### src/rtl/crc_accum_pkg.sv
package crc_accum_pkg;
  localparam int CRC_W      = 32;
  localparam int BYTE_W     = 8;
  localparam int LANES      = CRC_W / BYTE_W;
  localparam int LANE_IDX_W = $clog2(LANES);
  localparam logic [CRC_W-1:0] CRC_POLY = 32'h04C1_1DB7;

  typedef enum logic [1:0] {
    OP_NOP   = 2'b00,
    OP_SEED  = 2'b01,
    OP_ACCUM = 2'b10,
    OP_READ  = 2'b11
  } crc_op_e;

  // Fold one byte into the residue, MSB-first, non-reflected.
  function automatic logic [CRC_W-1:0] crc_fold_byte(
    input logic [CRC_W-1:0]  crc_in,
    input logic [BYTE_W-1:0] data_byte
  );
    logic [CRC_W-1:0] acc;
    acc = crc_in ^ {data_byte, {(CRC_W-BYTE_W){1'b0}}};
    for (int s = 0; s < BYTE_W; s++) begin
      if (acc[CRC_W-1]) acc = (acc << 1) ^ CRC_POLY;
      else              acc = acc << 1;
    end
    return acc;
  endfunction

  // Lane 0 is the most significant byte of the word.
  function automatic logic [BYTE_W-1:0] pick_lane(
    input logic [CRC_W-1:0]      word,
    input logic [LANE_IDX_W-1:0] lane
  );
    logic [CRC_W-1:0] shifted;
    shifted = word << (int'(lane) * BYTE_W);
    return shifted[CRC_W-1 -: BYTE_W];
  endfunction
endpackage

### src/rtl/crc_latency_timer.sv
module crc_latency_timer #(
  parameter int LATENCY = 14
) (
  input  logic clk,
  input  logic rst_n,
  input  logic start,
  output logic busy,
  output logic commit
);
  localparam int CNT_W = $clog2(LATENCY + 1);
  localparam logic [CNT_W-1:0] LAST_CNT = CNT_W'(LATENCY - 1);

  logic [CNT_W-1:0] cnt;

  assign commit = busy && (cnt == LAST_CNT);

  always_ff @(posedge clk) begin
    if (!rst_n) begin
      busy <= 1'b0;
      cnt  <= '0;
    end else if (start) begin
      busy <= 1'b1;
      cnt  <= '0;
    end else if (commit) begin
      busy <= 1'b0;
      cnt  <= '0;
    end else if (busy) begin
      cnt  <= cnt + 1'b1;
    end
  end

  AST_START_RAISES_BUSY: assert property (@(posedge clk) disable iff (!rst_n)
    start |=> busy && cnt == '0);
  AST_COMMIT_ENDS_BUSY: assert property (@(posedge clk) disable iff (!rst_n)
    commit |=> !busy);
  AST_NO_START_WHILE_BUSY: assert property (@(posedge clk) disable iff (!rst_n)
    busy |-> !start);
endmodule

### src/rtl/crc_lane_engine.sv
module crc_lane_engine
  import crc_accum_pkg::*;
(
  input  logic                  clk,
  input  logic                  rst_n,
  input  logic                  start,
  input  logic [CRC_W-1:0]      seed_crc,
  input  logic [CRC_W-1:0]      operand,
  input  logic [LANE_IDX_W-1:0] lane_lo,
  input  logic [LANE_IDX_W-1:0] lane_hi,
  output logic [CRC_W-1:0]      work_crc,
  output logic                  fold_active
);
  logic [CRC_W-1:0]      word_q;
  logic [LANE_IDX_W-1:0] idx_q;
  logic [LANE_IDX_W-1:0] hi_q;
  logic [LANE_IDX_W-1:0] lo_q;
  logic [BYTE_W-1:0]     cur_byte;
  logic                  last_lane;

  assign cur_byte  = pick_lane(word_q, idx_q);
  assign last_lane = (idx_q == hi_q);

  always_ff @(posedge clk) begin
    if (!rst_n) begin
      word_q      <= '0;
      idx_q       <= '0;
      hi_q        <= '0;
      lo_q        <= '0;
      work_crc    <= '0;
      fold_active <= 1'b0;
    end else if (start) begin
      word_q      <= operand;
      idx_q       <= lane_lo;
      lo_q        <= lane_lo;
      hi_q        <= lane_hi;
      work_crc    <= seed_crc;
      fold_active <= (lane_lo <= lane_hi);
    end else if (fold_active) begin
      work_crc <= crc_fold_byte(work_crc, cur_byte);
      if (last_lane) fold_active <= 1'b0;
      else           idx_q <= idx_q + 1'b1;
    end
  end

  AST_LANE_IN_RANGE: assert property (@(posedge clk) disable iff (!rst_n)
    fold_active |-> (idx_q >= lo_q) && (idx_q <= hi_q));
  AST_IDLE_KEEPS_CRC: assert property (@(posedge clk) disable iff (!rst_n)
    !fold_active && !start |=> $stable(work_crc));
endmodule

### src/rtl/crc_accum_unit.sv
module crc_accum_unit
  import crc_accum_pkg::*;
#(
  parameter int LATENCY = 14
) (
  input  logic        clk,
  input  logic        rst_n,
  input  logic        cmd_valid,
  input  logic [1:0]  cmd_op,
  input  logic [31:0] cmd_data,
  input  logic [1:0]  cmd_lane_lo,
  input  logic [1:0]  cmd_lane_hi,
  output logic        cmd_ready,
  output logic        busy,
  output logic        rd_valid,
  output logic [31:0] rd_data
);
  initial begin
    if (LATENCY < LANES + 1) $error("LATENCY must cover one cycle per lane plus one");
  end

  crc_op_e          op;
  logic             accepted;
  logic             accept_seed;
  logic             accept_accum;
  logic             accept_read;
  logic             commit_pulse;
  logic             fold_active;
  logic [CRC_W-1:0] residue;
  logic [CRC_W-1:0] work_crc;

  assign op           = crc_op_e'(cmd_op);
  assign cmd_ready    = !busy;
  assign accepted     = cmd_valid && cmd_ready;
  assign accept_seed  = accepted && (op == OP_SEED);
  assign accept_accum = accepted && (op == OP_ACCUM);
  assign accept_read  = accepted && (op == OP_READ);

  crc_latency_timer #(.LATENCY(LATENCY)) timer_i (
    .clk    (clk),
    .rst_n  (rst_n),
    .start  (accept_accum),
    .busy   (busy),
    .commit (commit_pulse)
  );

  crc_lane_engine engine_i (
    .clk         (clk),
    .rst_n       (rst_n),
    .start       (accept_accum),
    .seed_crc    (residue),
    .operand     (cmd_data),
    .lane_lo     (cmd_lane_lo),
    .lane_hi     (cmd_lane_hi),
    .work_crc    (work_crc),
    .fold_active (fold_active)
  );

  always_ff @(posedge clk) begin
    if (!rst_n) begin
      residue <= '0;
    end else if (accept_seed) begin
      residue <= cmd_data;
    end else if (commit_pulse) begin
      residue <= work_crc;
    end
  end

  always_ff @(posedge clk) begin
    if (!rst_n) begin
      rd_valid <= 1'b0;
      rd_data  <= '0;
    end else begin
      rd_valid <= accept_read;
      if (accept_read) rd_data <= residue;
    end
  end

  AST_SEED_LOADS: assert property (@(posedge clk) disable iff (!rst_n)
    accept_seed |=> residue == $past(cmd_data) && !busy);
  AST_COMMIT_AFTER_FOLD: assert property (@(posedge clk) disable iff (!rst_n)
    commit_pulse |-> !fold_active);
  AST_RESIDUE_HELD: assert property (@(posedge clk) disable iff (!rst_n)
    !accept_seed && !commit_pulse |=> $stable(residue));
  AST_ACCUM_RAISES_BUSY: assert property (@(posedge clk) disable iff (!rst_n)
    accept_accum |=> busy);
  AST_READ_RETURNS: assert property (@(posedge clk) disable iff (!rst_n)
    accept_read |=> rd_valid && rd_data == $past(residue));
  AST_RD_VALID_CAUSE: assert property (@(posedge clk) disable iff (!rst_n)
    rd_valid |-> $past(accept_read));
endmodule

### config.mk
export PLATFORM = sky130hd
export DESIGN_NAME = crc_accum_unit
export DESIGN_NICKNAME = d
export VERILOG_FILES = /design/src/rtl/crc_accum_pkg.sv /design/src/rtl/crc_latency_timer.sv /design/src/rtl/crc_lane_engine.sv /design/src/rtl/crc_accum_unit.sv
export SDC_FILE = /design/constraint.sdc
export NUM_CORES = 1
export LEC_CHECK = 0
export BUFFER_PORTS_ARGS = -buffer_cell sky130_fd_sc_hd__buf_2
export CAP_MARGIN = 40
export CORE_AREA = 2 2 98 195
export DETAILED_ROUTE_END_ITERATION = 8
export DIE_AREA = 0 0 100 197
export PLACE_DENSITY = 0.5
export SLEW_MARGIN = 20
export SYNTH_ARGS = -nofsm -noshare
export SYNTH_HDL_FRONTEND = slang
export SYNTH_SLANG_ARGS = --single-unit
### constraint.sdc
create_clock -name clk -period 2.6 [get_ports clk]
set_input_delay 0.13 -clock clk [delete_from_list [all_inputs] [get_ports clk]]
set_output_delay 0.13 -clock clk [all_outputs]
set_load 0.005 [all_outputs]
* After elaboration in Yosys (flattened, before gate mapping) *
Cells that the tools add are included.

operators by class
  $add $sub $neg = 2
  $mul = 0
  div/mod/pow operators = 0
  order comparisons = 1
  equal/unequal tests = 6
  shifts and indexed selects = 1
  mux-type cells = 41
  bitwise operators = 10
  reduce and logical (&&, ||, !) cells = 11

operators by type and width
  operator                                                                number
  32-bit two-way mux                                                      25
  27-bit two-way mux                                                      8
  14-bit inverter                                                         8
  32-bit by 5-bit left shift with 32-bit output                           1
  32-bit bitwise XOR                                                      1
  2-bit two-way mux                                                       3
  2-bit nonzero test                                                      3
  1-bit logical AND                                                       5
  1-bit two-way mux                                                       5
  4-bit by 1-bit adder with 4-bit output (second input constant)          1
  2-bit equality test (second input constant)                             2
  4-bit equality test (second input constant)                             1
  3-bit OR reduction                                                      1
  2-bit by 1-bit adder with 2-bit output (second input constant)          1
  2-bit by 1-bit equality test with 1-bit output (second input constant)  1
  2-bit equality test                                                     1
  2-bit less-or-equal comparator                                          1
  2-bit inequality test (second input constant)                           1
  2-bit AND reduction                                                     1
  1-bit logical NOT                                                       1
  1-bit inverter                                                          1

word-level totals
  register bits = 139
  latch bits = 0
  bits in writable memories = 0
  memory bits (read-only) = 0
  input port bits = 41
  output and inout bits = 35
  logic and storage cells = 82
  memories = 0

* Longest topological paths before layout *
Gate-level depths: netlist of the first run.

  depth in word-level cells = 41
  gate-level depth with buffers = 9
  depth with buffers taken out = 6

* Modules after synthesis *
A second synthesis of the first run with hierarchy kept.

unflattened totals
  cells, all modules = 686
  area total of the unflattened synthesis = 6912.9 µm²

by module, submodules not included
  module             instances  cells each  area an instance (µm²)  sequential area each (µm²)
  crc_lane_engine    1          371         3752.3                  1381.3
  crc_accum_unit     1          291         2900.3                  1301.2
  crc_latency_timer  1          24          260.2                   100.1

* Least setup slack after synthesis of the first run *
OpenSTA, ideal clock, no wires.

  path type = reg-to-reg
  from = register engine_i.idx_q[1]
  to = register engine_i.work_crc[24]
  library setup time = 0.074 ns
  arrival = 2.248 ns
  required time = 2.526 ns
  slack = 0.278 ns
  cell stages (with the launch flop) = 8
  cell sequence = dfxtp_1 -> buf_6 -> mux4_1 -> xnor2_4 -> xnor2_2 -> xnor2_2 -> mux2_2 -> a31oi_1

between the ends
  longest elaborated chain between the ends = 29

RTL lines
  element                                                          RTL line               source
  start: declaration                                               crc_lane_engine.sv:15  logic [LANE_IDX_W-1:0] idx_q;
  start signal: assignment                                         crc_lane_engine.sv:34  idx_q <= lane_lo;
  start signal: assignment                                         crc_lane_engine.sv:42  else idx_q <= idx_q + 1'b1;
  32-bit by 5-bit left shift with 32-bit output (*)                crc_accum_pkg.sv:35    shifted = word << (int'(lane) * BYTE_W);
  32-bit bitwise XOR (*)                                           crc_accum_pkg.sv:21    acc = crc_in ^ {data_byte, {(CRC_W-BYTE_W){1'b0}}};
  32-bit two-way mux (*)                                           crc_lane_engine.sv:39  end else if (fold_active) begin
  32-bit two-way mux (*)                                           crc_lane_engine.sv:32  end else if (start) begin
  32-bit two-way mux (*)                                           crc_lane_engine.sv:25  if (!rst_n) begin
  32-bit two-way mux (*)                                           crc_lane_engine.sv:39
  32-bit two-way mux (*)                                           crc_lane_engine.sv:32
  32-bit two-way mux (*)                                           crc_lane_engine.sv:25
  (+13 left out)                                                   -
  14-bit inverter (no line) or 32-bit two-way mux (tied branches)  -
  27-bit two-way mux (*)                                           crc_accum_pkg.sv:23    if (acc[CRC_W-1]) acc = (acc << 1) ^ CRC_POLY;
  32-bit two-way mux (*)                                           crc_lane_engine.sv:39
  32-bit two-way mux (*)                                           crc_lane_engine.sv:32
  32-bit two-way mux (*)                                           crc_lane_engine.sv:25
  27-bit two-way mux (*)                                           crc_accum_pkg.sv:23
  32-bit two-way mux (*)                                           crc_lane_engine.sv:39
  32-bit two-way mux (*)                                           crc_lane_engine.sv:32
  end signal: assignment                                           crc_lane_engine.sv:37  work_crc <= seed_crc;
  end signal: assignment                                           crc_lane_engine.sv:40  work_crc <= crc_fold_byte(work_crc, cur_byte);
  end: declaration                                                 crc_lane_engine.sv:11  output logic [CRC_W-1:0] work_crc,

Mark *: on every way between the ends. The rest lies on a longest branch, timed or not. The select of a mux whose other input is x is not followed.
A chain may end at the register's enable or synchronous reset.

* Worst setup path after layout of the first run *
  from = register engine_i.idx_q[1]
  to = register engine_i.work_crc[8]

between the ends
  longest elaborated chain between the ends = 38

RTL lines
  element                                            RTL line
  32-bit by 5-bit left shift with 32-bit output (*)  crc_accum_pkg.sv:35
  32-bit bitwise XOR (*)                             crc_accum_pkg.sv:21
  27-bit two-way mux                                 crc_accum_pkg.sv:23
  32-bit two-way mux (*)                             crc_lane_engine.sv:39
  32-bit two-way mux (*)                             crc_lane_engine.sv:32
  32-bit two-way mux (*)                             crc_lane_engine.sv:25
  14-bit inverter (no line)                          -
  27-bit two-way mux                                 crc_accum_pkg.sv:23
  (+22 left out)                                     -
  27-bit two-way mux                                 crc_accum_pkg.sv:23
  32-bit two-way mux (*)                             crc_lane_engine.sv:39
  32-bit two-way mux (*)                             crc_lane_engine.sv:32
  32-bit two-way mux (*)                             crc_lane_engine.sv:25
  14-bit inverter (no line)                          -
  27-bit two-way mux (*)                             crc_accum_pkg.sv:23
  32-bit two-way mux (*)                             crc_lane_engine.sv:39
  32-bit two-way mux (*)                             crc_lane_engine.sv:32

Marks and branches as above.

==> out/qor.txt, run 1 <==
outcome: complete, no violations
vias in the first global route: 5513
IO buf count: 75
Req. time, crit path: 2930 ps
Arrival @ worst endpoint: 2880 ps
final RePlAce weighted congestion: 0.931
fin crit share: 98.2%
clk_lat worst skew: 420 ps
P_sw: 0.00150 W
area of the die: 0.0197 mm2
Remaining DRCs: 0
Setup-failing EPs final: 0
CTS Sinks: 139
switching share of power: 26.5%
Buf/Inv on CP: 2
mux cell area share after synthesis: 4.51%
XOR/XNOR share of the synthesized area: 13.2%
Initial Utilization: 34.6%
measured slew at the worst slew-check pin: 739 ps
cell repeated most along the worst path: xnor2_2
Core Util, Final: 43.2%
Internal: 0.00418 W
max-slew violations: 0
Tmin final: 2550 ps
Final Hold Viols: 0
Logic pwr share: 16.0%
RSZ-0062 raised after global routing: yes
register area: 0.00278 mm2
Synth Register Bits: 139
largest net degree at the start of global routing: 67
core area: 0.0182 mm2
cell taking the most area after synthesis: dfxtp_1
die boundary height: 197 um
class of the worst hold path: in2reg
Worst slew margin: 50.6%
1st-pass router iterations: 5
# nets final: 861
synthesized cell area: 0.00629 mm2
Seq/Total Area, Yosys: 44.2%
Layout area overhead: 25.1%
synth unique cells: 37
fmax: 392 MHz
clock skew: 6.76 ps
Flop pwr share: 40.2%
Avg WL per Cell: 19.0 um
fraction of layout cells with a size suffix above 1: 19.7%
post-CTS setup buffers: 0
vias: 5457
Site Rows: 70
ys async rst share: 0%
most frequent cells in the layout: nand2_1 (174), dfxtp_1 (139), a21oi_1 (124), buf_2 (75), xnor2_1 (41)
first-pass GRT wire length: 30900 um
post-synthesis compound-gate area fraction: 18.5%
most common cell after layout, fill and taps aside: nand2_1
initial antenna violation count: 0
max_cap viols: 0
main combinational cell family by area after synthesis: compound AO/OA/AOI/OAI gates
Filler cells: 1838
area share of fa/ha/maj cells after synthesis: 0.795%
vias per inst: 5.23
family with the most delay on the worst path: XOR/XNOR gates
Leakage: 2.85 nW
Die X: 100 um
clk slew on worst S/H paths: 60 ps
critical path class: reg2reg
crit path launch type: register
main area contributors after synthesis: dfxtp_1 (44%), nand2_1 (10%), a21oi_1 (9.9%)
Synth top area share: 44.2%
number of synthesized flops with an enable pin: 0
CP max stage cell: mux4_1
area of the multi-input gates: 0.00329 mm2
Clock Tree Root: clkbuf_16
Fin Setup TNS: 0 ps
dominant synthesized flop cell: dfxtp_1
routed wire length: 19800 um
Cell Pwr Density: 721 mW/mm2
Synth Area in Simple Gates: 14.6%
CTS Buf Count: 17
Iteration-0 DRC Markers: 243
Crit. End Element: register
# diodes: 0
GRT overflow: 0
Worst Path Max Fanout: 10
total track usage: 20.8%
CTS Buffer Depth: 2
Avg Inst Size Synth: 8.72 um2
htree depth: 4
worst-path cell chain: buf_12 -> mux4_1 -> xnor2_2 -> buf_4 -> xor2_1 -> xnor2_2 -> xnor2_1 -> a311oi_1
Yosys Warn Count: 0
Post-DRT Antenna Nets: 0
CTS tree: done
Clk pwr share: 43.8%
Ports: 76
post-synthesis instance total: 722
Final HPWL DP: 14600 um
syn_nets: 767
Max IR drop VDD: 0.414 mV
slowest stage delay, CP: 600 ps
[registers in the layout, indices dropped and copies added, names as in the netlist]
register / count
rd_valid: 1
timer_i.busy: 1
engine_i.work_crc: 32
residue: 32
engine_i.hi_q: 2
engine_i.idx_q: 2
timer_i.cnt: 4
engine_i.fold_active: 1
engine_i.word_q: 32
rd_data: 32
[metal layers]
| metal | up-vias | share of wire (%) | global-route usage, % |
|---|---|---|---|
| li1 | 2660 | - | - |
| met1 | 2661 | 37 | 21.3 |
| met2 | 106 | 57 | 40.4 |
| met3 | 30 | 2.7 | 3.79 |
| met4 | 0 | 3.1 | 8.52 |
| met5 | - | 0 | 0 |
[logic make-up after synthesis]
kind of cell	after synthesis
AOI/OAI and AO/OA	205
xor gates and xnor gates	75
adders and majority gates	4
buffers and inverters	63
DFF	139
muxes	17
and+or+nand+nor	219
[timing repair]
action                     4_1_cts  5_1_grt
setup endpoints to repair        0        1
hold endpoints to repair        29        0
resized for setup                0        2
hold buffers                    28        0
[layout make-up]
cell class,instances,share of cell area (%)
Inverter,7,0.350
Clock buffer,19,5.75
Sequential cell,139,35.3
Tap cell,216,3.43
Multi-Input combinational cell,520,41.8
Timing Repair Buffer,131,11.5
Clock inverter,12,1.88
[power by group through the flow]
stage | clock network (W) | logic, W | registers, W
3_5_place_dp | 0 | 0.000865 | 0.00233
3_3_place_gp | 0 | 0.000859 | 0.00233
4_1_cts | 0.00254 | 0.000903 | 0.00228
6_report | 0.00249 | 0.000910 | 0.00228
5_1_grt | 0.00262 | 0.000976 | 0.00229
2_1_floorplan | 0 | 0.000619 | 0.00229
[worst reg2reg max path: cells and delay by family, from the launching register on]
kind	cells	cell delay, ps
buf+inv	2	360
compound gates	1	260
flops	1	350
xor+xnor	4	880
mux	1	610
[path summary, 6_finish.rpt]
path	startpoint	end	slack (ps)	depth (start not counted)
worst max-delay path	engine_i.idx_q[1]$_SDFFE_PN0P_	engine_i.work_crc[8]$_SDFFE_PN0P_	50	8
worst min register to register	rd_data[14]$_SDFFE_PN0P_	rd_data[14]$_SDFFE_PN0P_	450	2
worst min-delay path	cmd_data[20]	engine_i.word_q[20]$_SDFFE_PN0P_	5	3
worst max register to register	engine_i.idx_q[1]$_SDFFE_PN0P_	engine_i.work_crc[8]$_SDFFE_PN0P_	50	8
[stage by stage]
| stage | worst slack [ps] | std cells | instance area (um2) | hold WS, ps | total power, W |
|---|---|---|---|---|---|
| finish | 46.8 | 1044 | 7870 | 4.72 | 0.00568 |
| global route | -35.9 | 1044 | 7870 | 5.62 | 0.00589 |
| CTS | 91.7 | 1044 | 7850 | 4.28 | 0.00572 |
| detailed placement | 107 | 985 | 6970 | 388 | 0.00319 |
| global placement | 159 | 985 | 6970 | 386 | 0.00319 |
| floorplan | 278 | 722 | 6290 | 266 | 0.00291 |
[Yosys cell counts, drive strengths merged, types with 7 or more instances]
cell type and n:
mux4 8, a21oi 124, nand2 174, xnor2 57
dfxtp 139, inv 7, clkbuf 49, nor3b 13
o22ai 13, xor2 18, o21ai 18, nand2b 8
nor2 12, a22oi 32, mux2i 7
Power figures use the tool's default switching activity.
==> inputs of run 2 (changes only) <==
PLACE_DENSITY = unset   (was 0.5)
==> run 2 against run 1 <==
Against the previous run: highest routed layer unchanged; wire length down 3.0%; first-iteration DRC count down 7.0%; combinational power up 1%; global-route usage down 0.81 points; final cell count up 0.38%; critical endpoint is now engine_i.work_crc[1]$_SDFFE_PN0P_; design area up 1.6%; clock power up 12%; count of clock-buffer cells in the layout up 3; critical path depth down 1; utilization up 0.68 points.
==> out/qor.txt, run 2 (synthesized netlist as in run 1, its figures left out) <==
Crit. End Element: register
Worst Hold Launch: cmd_data[4]
vias in the first global route: 5318 (-3.5%)
CTS Buf Count: 17 (unchanged)
R2R Path End: engine_i.work_crc[1]$_SDFFE_PN0P_
Layout area overhead: 27.1%
htree depth: 4 (unchanged)
Placement Setup Slack: 79.9 ps (-26.6 ps)
measured slew at the worst slew-check pin: 675 ps (-63.7 ps)
Worst slew margin: 54.8% (+4.2 points)
Avg WL per Cell: 18.4 um (-3.4%)
CTS tree: done
IO buf count: 75 (unchanged)
outcome: complete, no violations
fin crit share: 96.7% (-1.5 points)
worst-path cell chain: buf_12 -> mux4_1 -> xnor2_2 -> xnor2_2 -> xnor2_1 -> a21oi_1 -> a31o_2
initial antenna violation count: 0 (unchanged)
family with the most delay on the worst path: XOR/XNOR gates
uppermost layer routed: met4
FF-to-FF path depth: 7 (-1)
Final Hold Viols: 0 (unchanged)
worst reg2reg startpoint: engine_i.idx_q[1]$_SDFFE_PN0P_
CP max stage cell: mux4_1
Clock Tree Root: clkbuf_16
metal3 WL: 619 um (+16%)
1st-pass router iterations: 4 (-1)
Filler cells: 1868 (+1.6%)
Cell Pwr Density: 748 mW/mm2 (+3.7%)
clock skew: 8.90 ps (+2.14 ps)
Req. time, crit path: 2920 ps (about the same)
# nets final: 864 (+0.35%)
Ports: 76 (unchanged)
CTS Sinks: 139 (unchanged)
post-CTS setup buffers: 0 (unchanged)
crit path launch type: register
fmax: 398 MHz (+1.5%)
Buf/Inv on CP: 1 (-1)
Final WS setup: 85.1 ps (+38.3 ps)
Hold Path End: engine_i.word_q[4]$_SDFFE_PN0P_
Post-DRT Antenna Nets: 0 (unchanged)
met1 WL: 6920 um (-5.2%)
class of the worst hold path: in2reg
register area: 0.00278 mm2 (unchanged)
total track usage: 20.0% (-0.81 points)
vias per inst: 5.13 (-1.8%)
area of the die: 0.0197 mm2 (unchanged)
Max IR drop VDD: 0.348 mV (-16%)
area of the multi-input gates: 0.00327 mm2 (-0.46%)
R2R setup slack: 90 ps (+40 ps)
Iteration-0 DRC Markers: 226 (-7.0%)
first-pass GRT wire length: 29600 um (-4.4%)
routed wire length: 19200 um (-3.0%)
Remaining DRCs: 0 (unchanged)
WL met2: 10700 um (-5.7%)
max-slew violations: 0 (unchanged)
RSZ-0062 raised after global routing: yes
Leakage: 2.92 nW (+2.4%)
Arrival @ worst endpoint: 2830 ps (-50 ps)
Hold Crit Depth: 3 (unchanged)
die boundary height: 197 um (unchanged)
Setup-failing EPs final: 0 (unchanged)
Tmin final: 2510 ps (-38.3 ps)
Final HPWL DP: 14200 um (-2.7%)
most common cell after layout, fill and taps aside: nand2_1
Pwr Total: 0.00598 W (+5.4%)
max_cap viols: 0 (unchanged)
Worst Path Max Fanout: 10 (unchanged)
largest net degree at the start of global routing: 101 (+51%)
Site Rows: 70 (unchanged)
Fin Setup TNS: 0 ps (unchanged)
CTS Buffer Depth: 2 (unchanged)
fraction of layout cells with a size suffix above 1: 20.2% (+0.51 points)
# diodes: 0 (unchanged)
critical path class: reg2reg
clk_lat worst skew: 420 ps (about the same)
clk slew on worst S/H paths: 60 ps (about the same)
most frequent cells in the layout: nand2_1 (174), dfxtp_1 (139), a21oi_1 (124), buf_2 (75), xnor2_1 (41)
slowest stage delay, CP: 600 ps (about the same)
cell repeated most along the worst path: xnor2_2
vias: 5380 (-1.4%)
GRT overflow: 0 (unchanged)
Initial Utilization: 34.6% (unchanged)
Die X: 100 um (unchanged)
core area: 0.0182 mm2 (unchanged)
final RePlAce weighted congestion: 0.920 (-1.3%)
run 2: worst max-delay path by stage:
stage                                   start                            endpoint  slack [ps]  depth (start not counted)
6_report       engine_i.idx_q[1]$_SDFFE_PN0P_   engine_i.work_crc[1]$_SDFFE_PN0P_          90                          7
5_1_grt        engine_i.idx_q[1]$_SDFFE_PN0P_   engine_i.work_crc[1]$_SDFFE_PN0P_         -60                          7
4_1_cts        engine_i.idx_q[1]$_SDFFE_PN0P_   engine_i.work_crc[8]$_SDFFE_PN0P_          30                          8
3_5_place_dp   engine_i.idx_q[1]$_SDFFE_PN0P_   engine_i.work_crc[1]$_SDFFE_PN0P_          80                          7
3_3_place_gp   engine_i.idx_q[1]$_SDFFE_PN0P_   engine_i.work_crc[1]$_SDFFE_PN0P_         110                          7
2_1_floorplan  engine_i.idx_q[1]$_SDFFE_PN0P_  engine_i.work_crc[24]$_SDFFE_PN0P_         280                          7
run 2: what timing repair did:
item | 4_1_cts | 5_1_grt
hold buffers | 28 | 0
setup endpoints to repair | 0 | 5
gates resized for setup | 0 | 1
hold endpoints to repair | 35 | 0
run 2: routing by layer:
metal / GRT usage (%) / vias up
li1: - / 2670
met1: 20.1 / 2557
met2: 38.0 / 114
met3: 3.87 / 39
met4: 10.5 / 0
met5: 0 / -
run 2: worst register-to-register path, cell delays in order (launching register included):
cell and delay (ps):
dfxtp_1 360, buf_12 160, mux4_1 600, xnor2_2 210, xnor2_2 590, xnor2_1 200, a21oi_1 80, a31o_2 220
run 2: cell type report:
cell class | count | share of cell area [%]
Sequential cell | 139 | 34.8
Timing Repair Buffer | 134 | 12.0
Multi-Input combinational cell | 520 | 40.9
Tap cell | 216 | 3.38
Clock buffer | 22 | 6.18
Inverter | 7 | 0.344
Clock inverter | 10 | 2.32
run 2: report_power, final:
| part | internal (W) | switching (W) | leakage [nW] |
|---|---|---|---|
| Sequential | 0.00220 | 0.0000786 | 1.13 |
| Clock | 0.00183 | 0.000953 | 0.332 |
| Combinational | 0.000437 | 0.000482 | 1.46 |
| Total | 0.00447 | 0.00151 | 2.92 |
run 2: stage by stage:
step           hold slack (ps)  cells  utilization (%)  instance area [um2]
4_1_cts                   5.14   1048             43.9                 7990
2_1_floorplan              266    722                -                 6290
5_1_grt                   9.11   1048             43.9                 8000
3_3_place_gp               386    988             38.6                 7030
3_5_place_dp               395    988             38.6                 7030
6_report                  15.7   1048             43.9                 8000
